==> src/rtl/pin_irq_pkg.sv <==
package pin_irq_pkg;

    localparam int ADDR_W = 3;
    typedef logic [ADDR_W-1:0] reg_addr_t;

    localparam reg_addr_t A_ENABLE = 3'd0;
    localparam reg_addr_t A_POLAR  = 3'd1;
    localparam reg_addr_t A_LEVEL  = 3'd2;
    localparam reg_addr_t A_DUAL   = 3'd3;
    localparam reg_addr_t A_STATUS = 3'd4;

    typedef enum logic [2:0] {
        TRIG_FALL,
        TRIG_RISE,
        TRIG_BOTH,
        TRIG_LVL_LO,
        TRIG_LVL_HI
    } trig_mode_e;

    typedef struct packed {
        logic hi_rise;
        logic level;
        logic dual;
    } trig_bits_t;

    function automatic trig_mode_e decode_mode(trig_bits_t b);
        if (b.level)
            return b.hi_rise ? TRIG_LVL_HI : TRIG_LVL_LO;
        else if (b.dual)
            return TRIG_BOTH;
        else
            return b.hi_rise ? TRIG_RISE : TRIG_FALL;
    endfunction

    function automatic logic trig_hit(trig_mode_e m, logic primed, logic vld,
                                      logic prev, logic cur);
        logic rise, fall;
        rise = primed & vld & cur & ~prev;
        fall = primed & vld & ~cur & prev;
        case (m)
            TRIG_FALL:   return fall;
            TRIG_RISE:   return rise;
            TRIG_BOTH:   return rise | fall;
            TRIG_LVL_LO: return primed & ~prev;
            TRIG_LVL_HI: return primed & prev;
            default:     return 1'b0;
        endcase
    endfunction

endpackage

==> src/rtl/pin_irq_sync.sv <==
module pin_irq_sync #(
    parameter int PINS = 32
) (
    input  logic            clk,
    input  logic            rst,
    input  logic [PINS-1:0] pins_in,
    input  logic            pins_vld,
    output logic [PINS-1:0] pins_s,
    output logic            vld_s,
    output logic            primed
);
    logic [PINS-1:0] stage1;
    logic            vld1;

    always_ff @(posedge clk) begin
        if (rst) begin
            stage1 <= '0;
            pins_s <= '0;
            vld1   <= 1'b0;
            vld_s  <= 1'b0;
            primed <= 1'b0;
        end else begin
            stage1 <= pins_in;
            pins_s <= stage1;
            vld1   <= pins_vld;
            vld_s  <= vld1;
            if (vld_s)
                primed <= 1'b1;
        end
    end
endmodule

==> src/rtl/pin_irq_regs.sv <==
module pin_irq_regs
    import pin_irq_pkg::*;
#(
    parameter int PINS = 32
) (
    input  logic            clk,
    input  logic            rst,
    input  logic            reg_wr,
    input  logic            reg_rd,
    input  reg_addr_t       reg_addr,
    input  logic [PINS-1:0] reg_wdata,
    input  logic [PINS-1:0] stat,
    output logic [PINS-1:0] en_q,
    output logic [PINS-1:0] pol_q,
    output logic [PINS-1:0] lvl_q,
    output logic [PINS-1:0] dual_q,
    output logic [PINS-1:0] clr,
    output logic [PINS-1:0] reg_rdata
);
    always_ff @(posedge clk) begin
        if (rst) begin
            en_q   <= '0;
            pol_q  <= '0;
            lvl_q  <= '0;
            dual_q <= '0;
        end else if (reg_wr) begin
            case (reg_addr)
                A_ENABLE: en_q   <= reg_wdata;
                A_POLAR:  pol_q  <= reg_wdata;
                A_LEVEL:  lvl_q  <= reg_wdata;
                A_DUAL:   dual_q <= reg_wdata;
                default:  ;
            endcase
        end
    end

    assign clr = (reg_wr && reg_addr == A_STATUS) ? reg_wdata : '0;

    always_ff @(posedge clk) begin
        if (rst) begin
            reg_rdata <= '0;
        end else if (reg_rd) begin
            case (reg_addr)
                A_ENABLE: reg_rdata <= en_q;
                A_POLAR:  reg_rdata <= pol_q;
                A_LEVEL:  reg_rdata <= lvl_q;
                A_DUAL:   reg_rdata <= dual_q;
                A_STATUS: reg_rdata <= stat;
                default:  reg_rdata <= '0;
            endcase
        end
    end
endmodule

==> src/rtl/pin_irq_trigger.sv <==
module pin_irq_trigger
    import pin_irq_pkg::*;
(
    input  logic       clk,
    input  logic       rst,
    input  trig_mode_e mode,
    input  logic       primed,
    input  logic       vld,
    input  logic       cur,
    input  logic       clr,
    output logic       stat_q
);
    logic smp_q;
    logic hit;

    assign hit = trig_hit(mode, primed, vld, smp_q, cur);

    always_ff @(posedge clk) begin
        if (rst) begin
            smp_q  <= 1'b0;
            stat_q <= 1'b0;
        end else begin
            if (vld)
                smp_q <= cur;
            stat_q <= (stat_q & ~clr) | hit;
        end
    end
endmodule

==> src/rtl/pin_irq_merge.sv <==
module pin_irq_merge #(
    parameter int PINS = 32
) (
    input  logic            clk,
    input  logic            rst,
    input  logic [PINS-1:0] stat,
    input  logic [PINS-1:0] en,
    output logic            irq_q
);
    always_ff @(posedge clk) begin
        if (rst)
            irq_q <= 1'b0;
        else
            irq_q <= |(stat & en);
    end
endmodule

==> src/rtl/pin_irq_unit.sv <==
module pin_irq_unit
    import pin_irq_pkg::*;
#(
    parameter int PINS = 32
) (
    input  logic            clk,
    input  logic            rst,
    input  logic [PINS-1:0] pins_in,
    input  logic            pins_vld,
    input  logic            reg_wr,
    input  logic            reg_rd,
    input  logic [2:0]      reg_addr,
    input  logic [PINS-1:0] reg_wdata,
    output logic [PINS-1:0] reg_rdata,
    output logic            irq_out
);
    logic [PINS-1:0] pins_s;
    logic            vld_s;
    logic            primed;
    logic [PINS-1:0] en_vec, pol_vec, lvl_vec, dual_vec, clr_vec, stat_vec;

    pin_irq_sync #(.PINS(PINS)) u_sync (
        .clk     (clk),
        .rst     (rst),
        .pins_in (pins_in),
        .pins_vld(pins_vld),
        .pins_s  (pins_s),
        .vld_s   (vld_s),
        .primed  (primed)
    );

    pin_irq_regs #(.PINS(PINS)) u_regs (
        .clk      (clk),
        .rst      (rst),
        .reg_wr   (reg_wr),
        .reg_rd   (reg_rd),
        .reg_addr (reg_addr),
        .reg_wdata(reg_wdata),
        .stat     (stat_vec),
        .en_q     (en_vec),
        .pol_q    (pol_vec),
        .lvl_q    (lvl_vec),
        .dual_q   (dual_vec),
        .clr      (clr_vec),
        .reg_rdata(reg_rdata)
    );

    for (genvar i = 0; i < PINS; i++) begin : g_pin
        trig_bits_t bits;
        trig_mode_e mode;
        assign bits = '{hi_rise: pol_vec[i], level: lvl_vec[i], dual: dual_vec[i]};
        assign mode = decode_mode(bits);

        pin_irq_trigger u_trig (
            .clk   (clk),
            .rst   (rst),
            .mode  (mode),
            .primed(primed),
            .vld   (vld_s),
            .cur   (pins_s[i]),
            .clr   (clr_vec[i]),
            .stat_q(stat_vec[i])
        );
    end

    pin_irq_merge #(.PINS(PINS)) u_merge (
        .clk  (clk),
        .rst  (rst),
        .stat (stat_vec),
        .en   (en_vec),
        .irq_q(irq_out)
    );
endmodule

==> config.mk <==
export PLATFORM = sky130hd
export DESIGN_NAME = pin_irq_unit
export DESIGN_NICKNAME = d
export VERILOG_FILES = /design/src/rtl/pin_irq_pkg.sv /design/src/rtl/pin_irq_sync.sv /design/src/rtl/pin_irq_regs.sv /design/src/rtl/pin_irq_trigger.sv /design/src/rtl/pin_irq_merge.sv /design/src/rtl/pin_irq_unit.sv
export SDC_FILE = /design/constraint.sdc
export NUM_CORES = 1
export LEC_CHECK = 0
export ABC_CLOCK_PERIOD_IN_PS = 3400
export CORE_MARGIN = 8
export CORE_UTILIZATION = 30
export CTS_CLUSTER_SIZE = 8
export DETAILED_ROUTE_END_ITERATION = 8
export GPL_TIMING_DRIVEN = 0
export SYNTH_ARGS = -nofsm -noshare
export SYNTH_HDL_FRONTEND = slang
export SYNTH_SLANG_ARGS = --single-unit
==> constraint.sdc <==
create_clock -name clk -period 3.4 [get_ports clk]
set_input_delay 0.34 -clock clk [delete_from_list [all_inputs] [get_ports clk]]
set_output_delay 0.34 -clock clk [all_outputs]
set_load 0.005 [all_outputs]
==> impl_metrics.py, run 1 <==
metrics = {
    "run_status": {
        "status": "completed",
    },
    "placement": {
        "dp_hpwl_um": 33700,
        "placed_area_um2": 15300,
        "io_buffers": 102,
        "gp_congestion": 0.903,
    },
    "logic_synthesis": {
        "synth.avg_cell_area_um2": 8.88,
        "synthSimpleGateAreaFrac_pct": 20.4,
        "synth_nets": 1599,
        "synth_edf_count": 0,
        "synth_compound_area_share_pct": 23.2,
        "synthTopCellsByArea": "dfxtp_1 (43%), nand2_1 (9.1%), a21oi_1 (6.8%)",
        "synth.largest_area_cell": "dfxtp_1",
        "yosysSeqAreaShare_pct": 43.1,
        "synth_cells": 1527,
        "synthXorXnorAreaFrac_pct": 2.26,
        "synth.distinct_cells": 42,
        "postSynth.asyncResetShare_pct": 0,
        "ys.flop_type": "dfxtp_1",
        "synth_area_um2": 13600,
        "synthMuxAreaShare_pct": 6.74,
        "yosys.area.top_type_share_pct": 43.1,
        "ys_seq_elements": 292,
        "yosysWarnings": 0,
        "synth_top_family_by_area": "compound AO/OA/AOI/OAI gates",
        "synth_adder_area_share_pct": 0,
    },
    "global_routing": {
        "grt_max_degree": 11,
        "first_global_vias": 11600,
        "antenna_found_initial": 1,
        "grt_overflow": 0,
        "grt_usage_pct": 17.4,
        "grt_pass1_wl_um": 71100,
    },
    "sta": {
        "rsz0062_at_grt": "false",
        "setup-tns-final_ps": 0,
        "finalSetupViolCount": 0,
        "finalMaxSlewViolations": 0,
        "worstMarginPinSlew_ps": 975,
        "fin_crit_sh_pct": 63.1,
        "slew_headroom_pct": 35.0,
        "fmaxAchievable_mhz": 466,
        "fin_crit_ps": 2150,
        "hold_violations": 0,
        "skew_ps": 11.7,
    },
    "power": {
        "leakage_nw": 5.09,
        "p_total_mw": 7.96,
        "vdd_drop_max_mv": 0.254,
        "power.density_nw_per_um2": 483,
    },
    "cts": {
        "cts.htree.levels": 2,
        "cts_resized": 0,
        "cts_buffer_depth": 3,
        "ctsHoldBuffers": 0,
        "cts_buffers": 42,
        "cts.sinks": 292,
        "clkSlewWorstSetupHoldPaths_ps": 50,
        "cts_tree": "built",
        "clk_latency_ps": 540,
        "clock-root-buffer": "clkbuf_16",
        "post_cts_buffers": 0,
    },
    "worst_setup_path": {
        "cp_common_cell": "clkbuf_1",
        "rr_worst_depth": 5,
        "r2r-start": "u_sync.vld_s",
        "critPathMaxStageDelay_ps": 460,
        "reg2reg_to": "g_pin[9].u_trig.stat_q",
        "cp.arrival_ps": 2580,
        "critPathKind": "reg2reg",
        "path_cells": "clkbuf_1, buf_2, clkbuf_1, o21ai_0, a211oi_1",
        "cpMaxStageDelayCell": "clkbuf_1",
        "required_ps": 3840,
        "rrSetupSlack_ps": 1250,
        "end_kind": "register",
        "crit_fanout": 10,
        "critPathLaunchType": "register",
    },
    "routing": {
        "drt-vias-per-instance": 5.33,
        "first_pass_iters": 5,
        "num_vias": 12100,
        "drt_iter0_drc": 1268,
        "ant_nets": 0,
        "wl_per_cell_um": 20.8,
        "post-route-drc-count": 0,
        "wl_um": 47400,
    },
    "hold_path": {
        "hold_start": "rst",
        "hp-class": "in2reg",
        "whs_path_depth": 2,
        "whs_endpoint": "u_sync.stage1[4]",
    },
    "final_layout": {
        "layout.nets": 1745,
        "n_antenna_cell": 0,
        "synthToLayoutAreaGrowth_pct": 21.4,
        "utilization_pct": 36.6,
        "drive_gt1_share_pct": 12.6,
        "fin_area_um2": 16500,
        "final_cell_mix": "nand2_1 (328), dfxtp_1 (292), a21oi_1 (184), clkdlybuf4s50_1 (102), a22oi_1 (87)",
        "fillers": 4561,
        "layout_commonest_cell": "nand2_1",
    },
    "floorplanning": {
        "dieArea_um2": 52300,
        "coreArea_um2": 45000,
        "start_util_pct": 30.1,
        "rows": 78,
        "fp.dieH_um": 229,
        "die_x_um": 229,
        "io_pins": 105,
    },
    "run": {
        "drv_cap": 0,
    },
}
-- synthesized netlist by cell type, drive strengths merged (4+ instances only) --
library cell	n
nand2	328
dfxtp	292
a21oi	184
a22oi	107
nor2b	77
clkbuf	62
a211oi	61
buf	54
mux2i	49
nand3b	42
or3b	42
nor2	40
xnor2	32
mux2	31
o221a	31
o21ai	26
a21boi	21
nand2b	16
a32oi	8
nand4	4
-- sequential cells by signal, indices dropped and copies added (netlist names) --
register	cells
u_regs.reg_rdata	32
u_regs.en_q	32
u_sync.pins_s	32
u_regs.pol_q	32
u_merge.irq_q	1
u_sync.primed	1
g_pin.u_trig.smp_q	32
u_sync.vld_s	1
g_pin.u_trig.stat_q	32
u_sync.vld1	1
u_sync.stage1	32
u_regs.lvl_q	32
u_regs.dual_q	32
-- area by class of cell --
type                            count  area [um^2]  share of cell area [%]
Clock inverter                      1         5.00                  0.0304
Clock buffer                       46         1130                    6.86
Timing Repair Buffer              102         1020                    6.20
Tap cell                          600          751                    4.56
Sequential cell                   292         5850                    35.5
Multi-Input combinational cell   1116         7120                    43.2
Inverter                            3         11.3                  0.0684
Buffer                            116          584                    3.55
-- kinds of logic after synthesis --
group | Yosys count
XOR/XNOR | 35
flip-flops | 292
buffers and inverters | 119
AO/OA/AOI/OAI | 440
multiplexers | 80
AND/OR/NAND/NOR | 561
-- layer usage --
metal | wire [um] | track usage (%)
met5 | 13 | 0
met4 | 1920 | 7.58
met3 | 3410 | 3.33
met2 | 21700 | 28.1
met1 | 20400 | 22.2
-- report_power, final --
| group | switching, mW | leakage, nW | total [mW] | internal, mW |
|---|---|---|---|---|
| logic | 0.380 | 2.16 | 0.616 | 0.236 |
| registers | 0.0656 | 2.37 | 3.57 | 3.51 |
| clock network | 1.47 | 0.560 | 3.77 | 2.30 |
| total | 1.91 | 5.09 | 7.96 | 6.04 |
-- metrics by stage --
step	instances	hold slack, ps	worst slack (ps)
after CTS	2276	296	1240
after detailed placement	2229	422	994
final	2276	268	1250
after global routing	2276	320	1110
after global placement	2229	422	1000
after floorplan	1527	414	1940
-- worst max-delay path: cells and delay by family, from the launching register on --
family / cells / cell delay (ps)
buffers and inverters: 3 / 1290
AOI/OAI and AO/OA: 2 / 460
DFF: 1 / 300
-- how the worst max path moves through the flow --
stage / from / end / slack [ps] / cells after the start
final: u_sync.vld_s / g_pin[9].u_trig.stat_q / 1250 / 5
after global routing: u_sync.vld_s / g_pin[10].u_trig.stat_q / 1110 / 5
after CTS: u_sync.vld_s / g_pin[9].u_trig.stat_q / 1240 / 5
after detailed placement: reg_addr[0] / u_regs.reg_rdata[3] / 990 / 6
after global placement: reg_addr[0] / u_regs.reg_rdata[17] / 1000 / 6
after floorplan: reg_addr[0] / u_regs.reg_rdata[24] / 1940 / 6
(Power assumes the default switching activity.)
==> run 2: changes to the inputs <==
--- a/config.mk
+++ b/config.mk
@@ -5,7 +5,7 @@
 export SDC_FILE = /design/constraint.sdc
 export NUM_CORES = 1
 export LEC_CHECK = 0
-export ABC_CLOCK_PERIOD_IN_PS = 3400
+export ABC_CLOCK_PERIOD_IN_PS = 2100
 export CORE_MARGIN = 8
 export CORE_UTILIZATION = 30
 export CTS_CLUSTER_SIZE = 8
==> constraint.sdc (replaced) <==
create_clock -name clk -period 2.1 [get_ports clk]
set_input_delay 0.21 -clock clk [delete_from_list [all_inputs] [get_ports clk]]
set_output_delay 0.21 -clock clk [all_outputs]
set_load 0.005 [all_outputs]
==> run 2 against run 1 <==
  * First-iteration DRC count decreased by 4.7%
  * Via count about the same
  * Sequential share of layout area about the same
  * Critical path depth decreased by 1
  * Clock power increased by 62%
  * Largest power group unchanged
  * Maximum frequency increased by 13%
  * Die area unchanged
==> impl_metrics.py, run 2 (same netlist as run 1, synthesis figures left out) <==
metrics = {
    "run_status": {
        "status": "completed",
    },
    "worst_setup_path": {
        "r2r-start": "u_sync.vld_s",
        "critPathMaxStageDelay_ps": 600,
        "startpoint": "u_sync.vld_s",
        "crit_fanout": 10,
        "critPathKind": "reg2reg",
        "cp_common_cell": "buf_2",
        "end_kind": "register",
        "required_ps": 2480,
        "cpMaxStageDelayCell": "dfxtp_1",
        "critPathLaunchType": "register",
        "cp.arrival_ps": 2290,
        "path_cells": "buf_2, buf_2, mux2i_1, nor2_1",
    },
    "cts": {
        "ctsHoldBuffers": 0,
        "post_cts_buffers": 0,
        "clk_latency_ps": 540,
        "cts_tree": "built",
        "cts_buffer_depth": 3,
        "clock-root-buffer": "clkbuf_16",
        "cts_buffers": 42,
        "cts.sinks": 292,
        "cts.htree.levels": 2,
        "clkSlewWorstSetupHoldPaths_ps": 50,
    },
    "placement": {
        "dp.cells": 2229,
        "io_buffers": 102,
        "dp_hpwl_um": 33700,
        "gp_congestion": 0.903,
    },
    "sta": {
        "fin_crit_ps": 1900,
        "finalMaxSlewViolations": 0,
        "worstMarginPinSlew_ps": 977,
        "fmaxAchievable_mhz": 525,
        "fin_crit_sh_pct": 90.6,
        "setup-tns-final_ps": 0,
        "slew_headroom_pct": 34.9,
        "holdWs_ps": 130,
        "hold_violations": 0,
        "finalSetupViolCount": 0,
        "rsz0062_at_grt": "false",
        "skew_ps": 15.4,
    },
    "run": {
        "drv_cap": 0,
    },
    "final_layout": {
        "layout_commonest_cell": "nand2_1",
        "drive_gt1_share_pct": 12.7,
        "utilization_pct": 36.6,
        "layout.nets": 1744,
        "regArea_um2": 5850,
        "final_cell_mix": "nand2_1 (328), dfxtp_1 (292), a21oi_1 (184), clkdlybuf4s50_1 (102), a22oi_1 (87)",
        "multiInputGateArea_um2": 7120,
        "synthToLayoutAreaGrowth_pct": 21.4,
        "n_antenna_cell": 0,
        "fillers": 4562,
        "fin_cells": 2275,
    },
    "routing": {
        "ant_nets": 0,
        "num_vias": 12100,
        "first_pass_iters": 5,
        "wl_um": 47400,
        "wl_per_cell_um": 20.8,
        "post-route-drc-count": 0,
        "drt-vias-per-instance": 5.34,
        "drt_iter0_drc": 1208,
    },
    "power": {
        "comb_power_share_pct": 7.7,
        "vdd_drop_max_mv": 0.409,
        "leakage_nw": 5.09,
        "seqPwrFrac_pct": 44.9,
        "power.share.switching_pct": 24.0,
        "p_clk_share_pct": 47.4,
        "power.switching_mw": 3.09,
        "internal_power_mw": 9.79,
        "power.density_nw_per_um2": 782,
    },
    "floorplanning": {
        "start_util_pct": 30.1,
        "rows": 78,
        "io_pins": 105,
        "die_x_um": 229,
        "coreArea_um2": 45000,
        "fp.dieH_um": 229,
        "dieArea_um2": 52300,
    },
    "global_routing": {
        "grt_max_degree": 11,
        "first_global_vias": 11600,
        "grt_usage_pct": 17.4,
        "antenna_found_initial": 1,
        "grt_pass1_wl_um": 71100,
        "grt_overflow": 0,
    },
    "hold_path": {
        "hold_start": "rst",
        "hp-class": "in2reg",
    },
}
## run 2: cell count changes in the layout (fill, tap and decap cells not counted), sizes merged
cell	previous run	this run
clkbuf	108	107
## run 2: stage by stage
stage	area [um^2]	power [mW]	setup WS (ps)
2_1_floorplan	13600	6.40	766
3_3_place_gp	15300	6.86	-170
3_5_place_dp	15300	6.88	-176
4_1_cts	16500	13.0	97.3
5_1_grt	16500	13.3	111
6_report	16500	12.9	197
## run 2: area by class of cell
| type | count | area share [%] |
|---|---|---|
| multi-input cells | 1116 | 43.2 |
| clock inverters | 1 | 0.0304 |
| inverters | 3 | 0.0684 |
| plain buffers | 115 | 3.53 |
| flip-flops and latches | 292 | 35.5 |
| repair buffers | 102 | 6.20 |
| well taps | 600 | 4.56 |
| clock buffers | 46 | 6.86 |
## run 2: path summary, 6_finish.rpt
check | end | slack [ps] | cells after the start
max | g_pin[13].u_trig.smp_q | 200 | 4
min | u_sync.stage1[4] | 130 | 2
max reg2reg | g_pin[13].u_trig.smp_q | 200 | 4
min reg2reg | u_sync.pins_s[5] | 430 | 1
## run 2: routing by layer
metal / part of all wire [%] / vias up / GRT usage (%)
met5: 0.027 / - / 0
met4: 4.1 / 2 / 7.58
met3: 7.0 / 110 / 3.33
met2: 46 / 507 / 28.1
met1: 43 / 5838 / 22.2
li1: - / 5683 / -
## run 2: timing repair
| action | 4_1_cts | 5_1_grt |
|---|---|---|
| gates resized for setup | 1 | 0 |
| gates cloned | 0 | 0 |
| endpoints found under the setup margin | 5 | 2 |
## run 2: power by group through the flow
| stage | clock network [mW] | registers, mW | logic [mW] |
|---|---|---|---|
| after floorplan | 0 | 5.85 | 0.547 |
| after global placement | 0 | 5.88 | 0.974 |
| after detailed placement | 0 | 5.89 | 0.987 |
| after CTS | 6.21 | 5.78 | 0.992 |
| after global routing | 6.45 | 5.79 | 1.06 |
| final | 6.10 | 5.78 | 0.994 |
## run 2: critical path, delay by kind of cell (launching register included)
| family | cells | cell delay [ps] |
|---|---|---|
| buffers and inverters | 2 | 850 |
| DFF | 1 | 600 |
| muxes | 1 | 240 |
| and+or+nand+nor | 1 | 50 |
==> run 3: changes to the inputs <==
--- a/config.mk
+++ b/config.mk
@@ -6,11 +6,12 @@
 export NUM_CORES = 1
 export LEC_CHECK = 0
 export ABC_CLOCK_PERIOD_IN_PS = 2100
+export CAP_MARGIN = 20
 export CORE_MARGIN = 8
 export CORE_UTILIZATION = 30
 export CTS_CLUSTER_SIZE = 8
 export DETAILED_ROUTE_END_ITERATION = 8
-export GPL_TIMING_DRIVEN = 0
+export PLACE_DENSITY_LB_ADDON = 0.3
 export SYNTH_ARGS = -nofsm -noshare
 export SYNTH_HDL_FRONTEND = slang
 export SYNTH_SLANG_ARGS = --single-unit
==> run 3 against run 2 <==
  * Worst setup slack improved by 180 ps
  * Power fell by 1.5%
  * Combinational power decreased by 5.3%
  * Via count down 5.1%
  * Highest routed layer is now met4
==> impl_metrics.py, run 3 (same netlist as run 1, synthesis figures left out) <==
metrics = {
    "run_status": {
        "status": "completed",
    },
    "cts": {
        "ctsHoldBuffers": 0,
        "cts_buffers": 42,
        "cts.sinks": 292,
        "cts_resized": 0,
        "cts.htree.levels": 2,
        "clock-root-buffer": "clkbuf_16",
        "cts_buffer_depth": 3,
        "clkSlewWorstSetupHoldPaths_ps": 50,
        "clk_latency_ps": 550,
        "post_cts_buffers": 0,
        "cts_tree": "built",
    },
    "worst_setup_path": {
        "cpLargestDelayFamily": "buffers and inverters",
        "cpMaxStageDelayCell": "clkdlybuf4s50_1",
        "reg2reg_to": "g_pin[14].u_trig.stat_q",
        "critPathLaunchType": "register",
        "required_ps": 1890,
        "critPathKind": "reg2out",
        "rrSetupSlack_ps": 640,
        "end_kind": "output port",
        "rr_worst_depth": 4,
        "cp.arrival_ps": 1510,
        "startpoint": "u_regs.reg_rdata[15]",
        "r2r-start": "u_regs.pol_q[14]",
        "crit_fanout": 2,
        "critPathBufInv": 1,
        "path_cells": "clkdlybuf4s50_1",
        "critPathMaxStageDelay_ps": 540,
    },
    "routing": {
        "drt-vias-per-instance": 5.20,
        "post-route-drc-count": 0,
        "first_pass_iters": 5,
        "wl_per_cell_um": 19.3,
        "ant_nets": 0,
        "num_vias": 11500,
        "drt_iter0_drc": 830,
        "wl_um": 42800,
    },
    "global_routing": {
        "grt_max_degree": 74,
        "grt_usage_pct": 15.9,
        "grt_pass1_wl_um": 67100,
        "antenna_found_initial": 1,
        "first_global_vias": 11300,
        "grt_overflow": 0,
    },
    "power": {
        "internal_power_mw": 9.70,
        "p_clk_share_pct": 47.0,
        "power.share.switching_pct": 23.6,
        "comb_power_share_pct": 7.4,
        "seqPwrFrac_pct": 45.6,
        "vdd_drop_max_mv": 0.478,
        "power.density_nw_per_um2": 771,
        "leakage_nw": 5.07,
        "power.switching_mw": 2.99,
    },
    "hold_path": {
        "whs_endpoint": "g_pin[8].u_trig.smp_q",
        "hp-class": "in2reg",
        "hold_start": "rst",
        "whs_path_depth": 2,
    },
    "sta": {
        "rsz0062_at_grt": "false",
        "skew_ps": 14.7,
        "fmaxAchievable_mhz": 581,
        "finalMaxSlewViolations": 0,
        "fin_crit_ps": 1720,
        "fin_crit_sh_pct": 81.9,
        "slew_headroom_pct": 72.8,
        "setup-tns-final_ps": 0,
        "hold_violations": 0,
        "worstMarginPinSlew_ps": 408,
        "finalSetupViolCount": 0,
        "holdWs_ps": 26.3,
    },
    "placement": {
        "gp_congestion": 0.827,
        "dp_hpwl_um": 28700,
        "io_buffers": 104,
        "placed_area_um2": 15400,
        "dp.cells": 2167,
    },
    "floorplanning": {
        "coreArea_um2": 45000,
        "io_pins": 105,
        "dieArea_um2": 52300,
        "die_x_um": 229,
        "fp.dieH_um": 229,
        "start_util_pct": 30.1,
        "rows": 78,
    },
    "final_layout": {
        "drive_gt1_share_pct": 13.4,
        "synthToLayoutAreaGrowth_pct": 21.4,
        "final_cell_mix": "nand2_1 (328), dfxtp_1 (291), a21oi_1 (184), clkdlybuf4s50_1 (101), a22oi_1 (87)",
        "layout.nets": 1683,
        "fin_cells": 2215,
        "layout_commonest_cell": "nand2_1",
        "fin_area_um2": 16500,
    },
    "run": {
        "drv_cap": 0,
    },
}
-- run 3: cell count changes in the layout (fill, tap and decap cells not counted), sizes merged --
| cell | change |
|---|---|
| clkbuf | -61 |
| buf | +1 |
| inv | +1 |
| diode | +1 |
| clkdlybuf4s50 | -1 |
| clkinv | -1 |
-- run 3: layer usage --
metal	global-route usage, %	vias to the layer above	share of wire, %
li1	-	5565	-
met1	20.6	5543	44
met3	3.61	74	6.2
met5	0	-	0
met2	26.0	343	47
met4	5.25	0	2.7
-- run 3: metrics by stage --
| stage | setup WS (ps) | power, mW | utilization [%] |
|---|---|---|---|
| finish | 379 | 12.7 | 36.6 |
| floorplan | 766 | 6.40 | - |
| global placement | 172 | 6.82 | 34.1 |
| CTS | 349 | 12.9 | 36.6 |
| global route | 324 | 13.2 | 36.6 |
| detailed placement | 140 | 6.84 | 34.1 |
-- run 3: final cells by class --
class | instances | area [um^2]
Fill cell | 4481 | 28500
Multi-Input combinational cell | 1116 | 7140
Sequential cell | 292 | 5850
Timing Repair Buffer | 156 | 1610
Clock buffer | 46 | 1100
Tap cell | 600 | 751
Inverter | 3 | 11.3
Clock inverter | 1 | 8.76
Antenna cell | 1 | 2.50
-- run 3: power groups by stage --
stage                     sequential (mW)  combinational (mW)  clock [mW]
after floorplan                      5.85               0.547           0
after global placement               5.89               0.929           0
after detailed placement             5.90               0.940           0
after CTS                            5.79               0.942        6.16
after global routing                 5.80                1.02        6.37
final                                5.79               0.941        5.96
-- run 3: worst max path at each step --
stage,cells after the start,end
2_1_floorplan,6,u_regs.reg_rdata[24]
3_5_place_dp,7,u_regs.pol_q[7]
4_1_cts,1,reg_rdata[31]
6_report,1,reg_rdata[15]
3_3_place_gp,6,u_regs.en_q[16]
5_1_grt,1,reg_rdata[12]
